## config.mk

```make
export PLATFORM = sky130hd
export DESIGN_NAME = rst_pwr_ctrl
export DESIGN_NICKNAME = d
export VERILOG_FILES = /design/src/rtl/rpc_pkg.sv /design/src/rtl/rpc_clk_div.sv /design/src/rtl/rpc_rst_qual.sv /design/src/rtl/rpc_mode_ctrl.sv /design/src/rtl/rst_pwr_ctrl.sv
export SDC_FILE = /design/constraint.sdc
export NUM_CORES = 1
export LEC_CHECK = 0
export ABC_AREA = 1
export BUFFER_PORTS_ARGS = -buffer_cell sky130_fd_sc_hd__buf_4
export CORE_UTILIZATION = 40
export DETAILED_ROUTE_END_ITERATION = 12
export GPL_ROUTABILITY_DRIVEN = 0
export GPL_TIMING_DRIVEN = 0
export MAX_ROUTING_LAYER = met4
export PLACE_DENSITY_LB_ADDON = 0.25
export SLEW_MARGIN = 20
export SYNTH_ARGS = -nofsm -noshare
export SYNTH_HDL_FRONTEND = slang
export SYNTH_SLANG_ARGS = --single-unit
```

## constraint.sdc

```tcl
create_clock -name clk -period 1.6 [get_ports clk]
set_input_delay 0.08 -clock clk [delete_from_list [all_inputs] [get_ports clk]]
set_output_delay 0.08 -clock clk [all_outputs]
set_load 0.1 [all_outputs]
```

## src/rtl/rpc_pkg.sv

```systemverilog
package rpc_pkg;
  // Power-control bit positions; software decodes these.
  localparam int unsigned PC_PD_BIT  = 1;
  localparam int unsigned PC_IDL_BIT = 0;

  typedef enum logic [1:0] {
    MODE_RUN   = 2'd0,
    MODE_IDLE  = 2'd1,
    MODE_PDOWN = 2'd2
  } pmode_e;
endpackage

```

## src/rtl/rpc_clk_div.sv

```systemverilog
module rpc_clk_div (
  input  logic clk,
  input  logic rst,
  input  logic run,
  output logic tick
);
  logic phase;

  always_ff @(posedge clk) begin
    if (rst)      phase <= 1'b0;
    else if (run) phase <= ~phase;
  end

  assign tick = phase & run;


  div_toggle_chk: assert property (@(posedge clk) disable iff (rst)
    run |=> (phase != $past(phase)));


  div_hold_chk: assert property (@(posedge clk) disable iff (rst)
    !run |=> $stable(phase));
endmodule

```

## src/rtl/rpc_rst_qual.sv

```systemverilog
module rpc_rst_qual #(
  parameter int unsigned SYNC_STAGES = 2,
  parameter int unsigned HOLD_TICKS  = 12
) (
  input  logic clk,
  input  logic rst,
  input  logic rst_pin,
  input  logic tick,
  output logic rst_req,
  output logic core_rst
);
  localparam int unsigned CNT_W  = $clog2(HOLD_TICKS);
  localparam int unsigned HI_MAX = 2 * HOLD_TICKS;
  localparam int unsigned HI_W   = $clog2(HI_MAX + 1);

  logic [SYNC_STAGES-1:0] sync;
  logic [CNT_W-1:0]       cnt;
  logic                   core_q;
  logic                   last_tick;

  assign rst_req   = sync[SYNC_STAGES-1];
  assign last_tick = tick && (cnt == CNT_W'(HOLD_TICKS - 1));

  always_ff @(posedge clk) begin
    if (rst) begin
      sync   <= '0;
      cnt    <= '0;
      core_q <= 1'b1;
    end else begin
      sync <= {sync[SYNC_STAGES-2:0], rst_pin};
      if (!rst_req)
        cnt <= '0;
      else if (tick && !last_tick)
        cnt <= cnt + 1'b1;
      core_q <= rst_req & (core_q | last_tick);
    end
  end

  assign core_rst = core_q;

  // Run length of synchronised pin-high edges, for the hold check.
  logic [HI_W-1:0] hi_cnt;
  always_ff @(posedge clk) begin
    if (rst || !rst_req)                hi_cnt <= '0;
    else if (hi_cnt != HI_W'(HI_MAX))   hi_cnt <= hi_cnt + 1'b1;
  end


  hold_len_chk: assert property (@(posedge clk) disable iff (rst)
    $rose(core_q) |-> (hi_cnt >= HI_W'(HI_MAX - 1)));


  release_chk: assert property (@(posedge clk) disable iff (rst)
    !rst_req |=> !core_q);
endmodule

```

## src/rtl/rpc_mode_ctrl.sv

```systemverilog
module rpc_mode_ctrl
  import rpc_pkg::*;
(
  input  logic       clk,
  input  logic       rst,
  input  logic       core_rst,
  input  logic       rst_req,
  input  logic       ea_pin,
  input  logic       pcon_wr,
  input  logic [7:0] pcon_wdata,
  input  logic       irq_pend,
  output pmode_e     mode,
  output logic [7:0] pcon_q,
  output logic       ea_int,
  output logic       osc_run
);
  logic [2:0] flags;
  logic       ea_q;
  logic       osc_q;
  logic       spare_unused;
  pmode_e     wr_mode;

  assign spare_unused = ^pcon_wdata[6:4];

  always_comb begin
    if (pcon_wdata[PC_PD_BIT])       wr_mode = MODE_PDOWN;
    else if (pcon_wdata[PC_IDL_BIT]) wr_mode = MODE_IDLE;
    else                             wr_mode = MODE_RUN;
  end

  always_ff @(posedge clk) begin
    if (rst) begin
      mode  <= MODE_RUN;
      flags <= '0;
      ea_q  <= ea_pin;
      osc_q <= 1'b1;
    end else begin
      osc_q <= !((mode == MODE_PDOWN) && !rst_req);
      if (core_rst) begin
        ea_q  <= ea_pin;
        mode  <= MODE_RUN;
        flags <= '0;
      end else begin
        unique case (mode)
          MODE_RUN: if (pcon_wr) begin
            mode  <= wr_mode;
            flags <= {pcon_wdata[7], pcon_wdata[3], pcon_wdata[2]};
          end
          MODE_IDLE: if (irq_pend) mode <= MODE_RUN;
          default: mode <= MODE_PDOWN;
        endcase
      end
    end
  end

  assign pcon_q  = {flags[2], 3'b000, flags[1], flags[0],
                    mode == MODE_PDOWN, mode == MODE_IDLE};
  assign ea_int  = ea_q;
  assign osc_run = osc_q;


  ea_hold_chk: assert property (@(posedge clk) disable iff (rst)
    (!core_rst && $past(!core_rst)) |-> $stable(ea_q));


  idle_wake_chk: assert property (@(posedge clk) disable iff (rst)
    (mode == MODE_IDLE && irq_pend && !core_rst) |=> (mode == MODE_RUN));


  pd_keep_chk: assert property (@(posedge clk) disable iff (rst)
    (mode == MODE_PDOWN && !core_rst) |=> (mode == MODE_PDOWN));


  osc_stop_chk: assert property (@(posedge clk) disable iff (rst)
    $past(mode == MODE_PDOWN && !rst_req) |-> !osc_q);


  pd_prio_chk: assert property (@(posedge clk) disable iff (rst)
    (mode == MODE_RUN && pcon_wr && pcon_wdata[PC_PD_BIT] && !core_rst)
      |=> (mode == MODE_PDOWN));
endmodule

```

## src/rtl/rst_pwr_ctrl.sv

```systemverilog
module rst_pwr_ctrl
  import rpc_pkg::*;
#(
  parameter int unsigned OSC_PER_MC  = 12,
  parameter int unsigned HOLD_MC     = 2,
  parameter int unsigned SYNC_STAGES = 2
) (
  input  logic       clk,
  input  logic       rst,
  input  logic       rst_pin,
  input  logic       ea_pin,
  input  logic       pcon_wr,
  input  logic [7:0] pcon_wdata,
  input  logic       irq_pend,
  output logic       core_rst,
  output logic       cpu_clk_en,
  output logic       per_clk_en,
  output logic       osc_run,
  output logic       ea_int,
  output logic [7:0] pcon_q,
  output logic       ale_frc_en,
  output logic       ale_frc_val,
  output logic       psen_frc_en,
  output logic       psen_frc_val,
  output logic       p0_float,
  output logic       p2_use_latch
);
  // Ticks of the divide-by-two clock needed to qualify a reset.
  localparam int unsigned HOLD_TICKS = (OSC_PER_MC * HOLD_MC) / 2;

  logic   tick;
  logic   rst_req;
  pmode_e mode;

  rpc_clk_div u_div (
    .clk  (clk),
    .rst  (rst),
    .run  (osc_run),
    .tick (tick)
  );

  rpc_rst_qual #(
    .SYNC_STAGES (SYNC_STAGES),
    .HOLD_TICKS  (HOLD_TICKS)
  ) u_qual (
    .clk      (clk),
    .rst      (rst),
    .rst_pin  (rst_pin),
    .tick     (tick),
    .rst_req  (rst_req),
    .core_rst (core_rst)
  );

  rpc_mode_ctrl u_mode (
    .clk        (clk),
    .rst        (rst),
    .core_rst   (core_rst),
    .rst_req    (rst_req),
    .ea_pin     (ea_pin),
    .pcon_wr    (pcon_wr),
    .pcon_wdata (pcon_wdata),
    .irq_pend   (irq_pend),
    .mode       (mode),
    .pcon_q     (pcon_q),
    .ea_int     (ea_int),
    .osc_run    (osc_run)
  );

  logic low_pwr;
  assign low_pwr      = (mode != MODE_RUN);
  assign cpu_clk_en   = !low_pwr;
  assign per_clk_en   = (mode != MODE_PDOWN);
  assign ale_frc_en   = low_pwr;
  assign ale_frc_val  = (mode == MODE_IDLE);
  assign psen_frc_en  = low_pwr;
  assign psen_frc_val = (mode == MODE_IDLE);
  assign p0_float     = low_pwr && !ea_int;
  assign p2_use_latch = (mode == MODE_PDOWN) && !ea_int;


  frc_low_chk: assert property (@(posedge clk) disable iff (rst)
    (ale_frc_en && !ale_frc_val) |-> (!per_clk_en && !cpu_clk_en));
endmodule

```

Word level (Yosys, flattened, before mapping) --
Index checks and enable logic that the tools add are counted.
Word-level totals: bits in registers 15, input port bits 14, word-level logic and storage cells 44
Operators by class: $add $sub $neg 1, equality and inequality tests 6, muxes and demuxes 7, bitwise logic cells 5, reductions and logical operators 17
Operators with widths (count):
- $mux 2 | 3
- $ne 2x2->1 const B | 3
- $logic_and 1x1->1 | 5
- $logic_not 1->1 | 5
- $add 4x1->4 const B | 1
- $eq 4x4->1 const B | 1
- $pmux 2 s2 | 1
- $reduce_and 2->1 | 2
- $reduce_bool 2->1 | 2
- $reduce_or 2->1 | 2
- $mux 1 | 3
- $and 1x1->1 | 2
- $eq 2x1->1 const B | 1
- $eq 2x2->1 const B | 1
- $logic_not 2->1 | 1
- $not 1->1 | 2
- $or 1x1->1 | 1

Longest topological paths before layout --
Gate-level depths: netlist of the first run.
depth in word-level cells 4, mapped depth 6, gate-level depth less buffers 6

By module --
From an unflattened synthesis of the first run, not the netlist that was laid out.
Second synthesis, totals: cells, all modules 104, area, all modules 740.7 µm²
By module, submodules not included:
- rpc_mode_ctrl | times used 1, cells an instance 44, area an instance 327.8 µm², seq. area each 150.1 µm²
- rpc_rst_qual | times used 1, cells an instance 44, area an instance 319.1 µm², seq. area each 140.1 µm²
- rst_pwr_ctrl | times used 1, cells an instance 9, area an instance 48.8 µm², seq. area each 0.0 µm²
- rpc_clk_div | times used 1, cells an instance 7, area an instance 45.0 µm², seq. area each 20.0 µm²

Worst setup path before layout of the first run --
Ideal clock, no wire load.
path kind reg-to-output, from register u_mode.mode[1], to output p2_use_latch, arrival 3.187 ns, slack -1.667 ns, cell stages (with the launch flop) 5, buffers on the path 0, cells stage by stage dfxtp_1 > inv_2 > nor2_2 > inv_2 > nor2_1
On the way: longest elaborated chain between the ends 2
RTL lines:
- from (decl) | RTL line rpc_mode_ctrl.sv:12 | output pmode_e mode,
- from (signal assigned) | RTL line rpc_mode_ctrl.sv:46 | mode <= wr_mode;
- $eq 2x2->1
- via pcon_q[1] | RTL line rst_pwr_ctrl.sv:20 | output logic [7:0] pcon_q,
- $logic_and 1x1->1 | RTL line rst_pwr_ctrl.sv:78 | assign p2_use_latch = (mode == MODE_PDOWN) && !ea_int;
- to (decl) | RTL line rst_pwr_ctrl.sv:26 | output logic p2_use_latch
The timed path passes the listed nets, and every way through them passes these cells.

Worst setup path after layout of the first run --
from register u_mode.mode[0], to output pcon_q[0]
On the way: longest elaborated chain between the ends 1
RTL lines:
- $eq 2x1->1 | RTL line rpc_mode_ctrl.sv:57 | mode == MODE_PDOWN, mode == MODE_IDLE};
- to (decl) | RTL line rst_pwr_ctrl.sv:20
No other way between the ends.

==> metrics, run 1 <==
outcome=finished with violations; failing checks=design-rule violations; Worst Hold Class=in -> reg; GRT Overall Usage=15.6%; first-pass GRT wire length=around 2100 um; final wirelength=around 1300 um; standard-cell rows=14; Die X=43.4 um; Max Clk Rate=roughly 0.68 GHz; number of synthesis warnings=0; ANT cells=0; worst r2r src=u_qual.cnt[0]; post-synth cell types=22; Area Growth Syn to Fin=45.5%; vias per cell=approximately 4.6; via count=657; initial antenna violation count=0; Initial DRT Pass Iterations=8; multi-input logic area=304 um2; cell count after synthesis=91; Reg clk slew, reported paths=0.09 ns; Skew-Pair Late Insertion Delay=0.28 ns; Mapped Avg Cell Area=7.52 um2; Static Leak=0.474 nW; share of layout cells above drive strength 1=between 40% and 50%; H-Tree Depth=1; Pwr Density=941 nW/um2; Die Ht=43.4 um; final cell count without fillers=142; RSZ-0062 raised after global routing=false; final HPWL from detailed placement=about 1000 um; setup_tns=0 ns; Worst Path Max Fanout=4; Clock Power Share=between 20% and 30%; P_int=0.562 mW; FF+latch area=312 um2; DRT iter0 DRCs=18; CTS Sinks=15; Max Buffers Root-to-Sink=2; DRC Markers=4; # fillers=146; P_sw=~0.37 mW; startpoint type of the worst setup path=flip-flop; # Post-CTS Setup Buffers=0; pin count of the biggest net entering global routing=10; Clock Skew=0.00218 ns; PnR Total Power=0.937 mW; critical path data required time=1.52 ns; DR WL/cell=8.93 um; final hold violation count=0; Critical Path End=pcon_q[0]; Combinational Power Share=33.5%; TritonCTS clock tree=done; Slew Viols, Final=0; cell chosen for the clock root=clkbuf_4; crit path kind=reg -> out; R2R cell count=6; core footprint=1560 um2; #FFs+latches synth=15; Peak VDD IR=0.000546 V; Routed Antenna Nets=0; sw frac=40.0%; CP Launch Point=u_mode.mode[0]; pre-CTS WS=0.360 ns; die footprint=roughly 1900 um2; Seq/Total Area, Yosys=45.3%; final net count=between 100 and 150; Worst Path Arrival=approximately 1.4 ns; Max Cap Viol=0; setup violators final=0; Post-Place Cell Area=approximately 940 um2; placed cell count=135; Initial Util=between 40% and 50%; Sequential Power Share=43.6%; cell area after layout=about 1000 um2; setup ws final=0.133 ns; vias in the first global route=579; Reg2Reg Capture Point=u_qual.cnt[3]; FF-to-FF setup slack=0.46 ns; Synth Cell Area=684 um2; Tcrit/Tclk final=between 90% and 100%; crit path capture type=primary output; Synth area leader=dfxtp_1; area fraction of the dominant cell type after synthesis=41.0%; GRT overflow=0; Num CTS Buffers=3; PortBufs=26; I/O Pins=33; top cells by area, synth=dfxtp_1 41%, nor2_1 9.9%, buf_4 6.6%, inv_1 6.0%, nand2_1 6.0%; Tmin final=1.47 ns
==> state kept, by name, indices dropped and copies added, names as in the netlist <==
| signal | flops |
|---|---|
| u_div.phase | 1 |
| u_mode.osc_run | 1 |
| u_qual.core_rst | 1 |
| u_qual.cnt | 4 |
| u_qual.sync | 2 |
| u_mode.flags | 3 |
| u_mode.mode | 2 |
| u_mode.ea_int | 1 |
==> per-layer routing <==
layer  vias to the layer above  routed length [um]  track usage (%)
li1                        344                   -                -
met1                       285                 560             17.8
met2                        24                 608             25.5
met3                         4                  76             2.50
met4                         0                  23             9.38
met5                         -                   0                -
==> worst min-delay path by stage <==
| stage | from | end | slack, ns | cells after the start |
|---|---|---|---|---|
| 2_1_floorplan | rst | u_qual.sync[0] | 0.15 | 1 |
| 3_3_place_gp | ea_pin | u_mode.ea_int | 0.27 | 1 |
| 3_5_place_dp | ea_pin | u_mode.ea_int | 0.27 | 1 |
| 4_1_cts | pcon_wdata[2] | u_mode.flags[0] | 0.02 | 3 |
| 5_1_grt | pcon_wdata[3] | u_mode.flags[1] | 0.04 | 3 |
| 6_report | pcon_wdata[3] | u_mode.flags[1] | 0.02 | 3 |
==> cells in the final DEF (no fill, tap or decap) <==
cell type and n:
dfxtp_2 1, nand2_1 11, nand3_2 1, nand4_1 2, o21ai_0 3, buf_4 32
nand3_1 6, ha_1 1, dlygate4sd3_1 3, a21oi_2 1, inv_6 1, nor3_1 1
edfxtp_1 1, nor2_4 4, nor2_2 3, a21boi_1 1, clkbuf_4 3, conb_1 3
inv_1 11, clkinv_2 2, a21oi_1 4, nor2_1 14, nand3b_1 1, nand2_2 1
dfxtp_1 13, inv_2 2
==> cell usage after synthesis <==
library cell,count
a21boi_1,1
a21oi_1,4
a21oi_2,1
buf_4,6
clkinv_2,1
conb_1,1
dfxtp_1,14
edfxtp_1,1
ha_1,1
inv_1,11
inv_2,3
nand2_1,11
nand2_2,1
nand3_1,6
nand3_2,1
nand3b_1,1
nand4_1,2
nor2_1,18
nor2_2,2
nor2_4,1
nor3_1,1
o21ai_0,3
==> through the flow <==
step	hold slack [ns]	utilization [%]
global placement	0.265	60.1
finish	0.0228	63.9
floorplan	0.151	-
CTS	0.0216	63.8
detailed placement	0.267	60.1
global route	0.0444	63.9
==> area by class of cell <==
class	count	share of cell area [%]
sequential	15	31.3
multi-input combinational	57	30.5
timing repair buffer	29	22.6
inverter	15	6.28
buffer	6	4.52
clock buffer	3	2.26
tap	16	2.01
clock inverter	1	0.503
==> worst max-delay path, cell delays in order, from the launching register on <==
cell and delay (ns):
dfxtp_1 0.46, inv_2 0.08, nor2_2 0.16, buf_4 0.13, buf_4 0.27
==> power groups by stage <==
stage          combinational (mW)  clock [mW]  sequential [mW]
3_5_place_dp                0.310           0            0.417
2_1_floorplan               0.176           0            0.487
6_report                    0.314       0.214            0.409
5_1_grt                     0.328       0.240            0.411
4_1_cts                     0.316       0.224            0.409
3_3_place_gp                0.307           0            0.417
==> cell families after synthesis <==
kind of cell	share of synthesized area (%)
AOI/OAI and AO/OA	7.50
adders and majority gates	1.83
buffers and inverters	15.0
DFF	45.3
other	0.548
and+or+nand+nor	29.8
==> timing repair <==
action / in CTS / in global routing
endpoints found under the hold margin: 4 / 0
hold buffers: 3 / 0
resized for setup: 0 / 1
setup endpoints to repair: 0 / 1
No activity file was read; power rests on OpenSTA's default activity.
==> run 2, diff against run 1 <==
--- a/config.mk
+++ b/config.mk
@@ -5,7 +5,6 @@
 export SDC_FILE = /design/constraint.sdc
 export NUM_CORES = 1
 export LEC_CHECK = 0
-export ABC_AREA = 1
 export BUFFER_PORTS_ARGS = -buffer_cell sky130_fd_sc_hd__buf_4
 export CORE_UTILIZATION = 40
 export DETAILED_ROUTE_END_ITERATION = 12
==> metrics, run 2 <==
outcome=complete, no violations (was finished with violations); Pwr Density=889 nW/um2 (was 941 nW/um2); area fraction of the dominant cell type after synthesis=42.8% (was 41.0%); final HPWL from detailed placement=1030 um (was 1020 um); top cells by count, synth=14 x dfxtp_1, 9 x nor2_1, 6 x buf_4 (was 18 x nor2_1, 14 x dfxtp_1, 11 x inv_1, 11 x nand2_1); ANT cells=0 (unchanged); crit path capture type=primary output (unchanged); Routed Antenna Nets=0 (unchanged); Critical Path, Cell by Cell=nor2b_2, buf_4, buf_4 (was inv_2, nor2_2, buf_4, buf_4); Peak VDD IR=0.000533 V (was 0.000546 V); Area Growth Syn to Fin=47.2% (was 45.5%); Slowest-stage cell, CP=dfxtp_1 (unchanged); worst stage delay on the critical path=0.43 ns (was 0.46 ns); fin util=63.2% (was 63.9%); Die X=42.4 um (was 43.4 um); placed cell count=115 (was 135); most common cell after layout, fill and taps aside=buf_4 (unchanged); FF+latch area=313 um2 (was 312 um2); Most common cell on crit path=buf_4 (unchanged); standard-cell rows=14 (unchanged); first-pass GRT wire length=2210 um (was 2120 um); Tmin final=1.44 ns (was 1.47 ns); Skew-Pair Late Insertion Delay=0.28 ns (about the same); Reg clk slew, reported paths=0.09 ns (about the same); RSZ-0062 raised after global routing=false (unchanged); DRC Markers=0 (was 4); most frequent cells in the layout=32 x buf_4, 12 x dfxtp_1, 6 x nor2_1, 4 x inv_1, 4 x a21oi_1 (was 32 x buf_4, 14 x nor2_1, 13 x dfxtp_1, 11 x inv_1, 11 x nand2_1); Worst Path Max Fanout=4 (unchanged); crit path kind=reg -> out (unchanged); pin count of the biggest net entering global routing=10 (unchanged); vias in the first global route=553 (was 579); Worst Path Arrival=1.36 ns (was 1.39 ns); post-synth cell types=29 (was 22); Initial DRT Pass Iterations=2 (was 8); GRT Overall Usage=16.7% (was 15.6%); core footprint=1520 um2 (was 1560 um2); Max Cap Viol=0 (unchanged); # fillers=146 (unchanged); top cells by area, synth=dfxtp_1 43%, buf_4 6.9%, nor2_1 5.2%, mux2i_1 4.6%, edfxtp_1 4.6% (was dfxtp_1 41%, nor2_1 9.9%, buf_4 6.6%, inv_1 6.0%, nand2_1 6.0%); Worst Path Buf+Inv=2 (was 3); setup violators final=0 (unchanged); async set-reset flop share out of synthesis=0% (unchanged); Static Leak=0.444 nW (was 0.474 nW); Initial Util=42.9% (was 43.9%); Synth area leader=dfxtp_1 (unchanged); final net count=122 (was 142); via count=594 (was 657); startpoint type of the worst setup path=flip-flop (unchanged); Synth Cell Area=654 um2 (was 684 um2); DR WL/cell=10.8 um (was 8.93 um); Die Ht=42.4 um (was 43.4 um); CTS Sinks=15 (unchanged); vias per cell=4.87 (was 4.63); most common cell in the synthesized netlist=dfxtp_1 (was nor2_1); Worst Hold Class=in -> reg (unchanged); Max Buffers Root-to-Sink=2 (unchanged); Tcrit/Tclk final=90.0% (was 91.7%); share of layout cells above drive strength 1=47.2% (was 40.5%); die footprint=1800 um2 (was 1880 um2); #FFs+latches synth=15 (unchanged); I/O Pins=33 (unchanged); final wirelength=1320 um (was 1270 um); ys flop type=dfxtp_1 (unchanged); initial antenna violation count=0 (unchanged); final cell count without fillers=122 (was 142); Num CTS Buffers=3 (unchanged); Biggest register=u_qual.cnt (unchanged); GRT overflow=0 (unchanged); PortBufs=26 (unchanged); Clock Skew=0.00312 ns (was 0.00218 ns); cell count after synthesis=71 (was 91); Slew Viols, Final=0 (unchanged); # Post-CTS Setup Buffers=0 (unchanged); pre-CTS WS=0.206 ns (was 0.360 ns); largest registers=u_qual.cnt x4, u_mode.flags x3 (unchanged); critical path data required time=1.52 ns (about the same); final hold violation count=0 (unchanged); TritonCTS clock tree=done (unchanged); DRT iter0 DRCs=2 (was 18); largest delay contributor family on the critical path=flip-flops (was buffers and inverters); cell chosen for the clock root=clkbuf_4 (unchanged); Worst Hold Slack=0.0439 ns (was 0.0228 ns); multi-input logic area=307 um2 (was 304 um2); Mapped Avg Cell Area=9.22 um2 (was 7.52 um2); Seq/Total Area, Yosys=47.4% (was 45.3%); number of synthesis warnings=0 (unchanged); H-Tree Depth=1 (unchanged); Max Clk Rate=0.694 GHz (was 0.682 GHz); setup ws final=0.160 ns (was 0.133 ns); number of synthesized flops with an enable pin=1 (unchanged); max FFs per register=4 (unchanged)
==> run 2: cell families after synthesis <==
family | Yosys count | synth area share [%]
AOI/OAI and AO/OA | 10 | 9.56
xor gates and xnor gates | 1 | 1.34
adders and majority gates | 1 | 1.91
buffers and inverters | 12 | 10.3
DFF | 15 | 47.4
muxes | 3 | 4.59
other | 1 | 0.573
and+or+nand+nor | 28 | 24.3
==> run 2: worst reg2reg max path, stage by stage, from the launching register on <==
cell and delay [ns]:
dfxtp_1 0.34, ha_1 0.23, and3b_1 0.22, or3_2 0.42
a21oi_1 0.15
==> run 2: power by group <==
group / switching [mW] / internal [mW] / total [mW]
Sequential: 0.0129 / 0.391 / 0.404
Clock: 0.122 / 0.0929 / 0.214
Combinational: 0.174 / 0.0654 / 0.239
==> run 2: timing repair <==
| action | 4_1_cts | 5_1_grt |
|---|---|---|
| endpoints found under the hold margin | 4 | 1 |
| hold buffers | 2 | 1 |
| gates resized for setup | 0 | 0 |
==> run 2: area by class of cell <==
cell class,count,share of cell area (%)
plain buffers,7,5.06
clock buffers,3,2.34
clock inverters,1,0.519
inverters,5,2.34
multi-input cells,46,31.8
flip-flops and latches,15,32.5
well taps,16,2.08
repair buffers,29,23.4
==> run 2: per-stage QoR <==
stage	power, mW	TNS (ns)	cell area (um2)
2_1_floorplan	0.595	-1.15	691
3_3_place_gp	0.642	0	906
3_5_place_dp	0.647	0	906
4_1_cts	0.861	0	953
5_1_grt	0.891	0	963
6_report	0.857	0	963
==> run 2: worst paths after layout <==
path,from,end,slack (ns),depth (start not counted)
max,u_mode.mode[0],pcon_q[0],0.16,3
min reg2reg,u_qual.sync[0],u_qual.sync[1],0.45,1
max reg2reg,u_qual.cnt[0],u_qual.cnt[0],0.17,4
min,pcon_wdata[3],u_mode.flags[1],0.04,3
==> run 2: routing by layer <==
layer | vias up | track usage [%] | share of wire (%)
li1 | 299 | - | -
met1 | 269 | 19.4 | 43
met2 | 22 | 27.4 | 49
met3 | 4 | 2.59 | 5.4
met4 | 0 | 9.38 | 1.9
met5 | - | - | 0
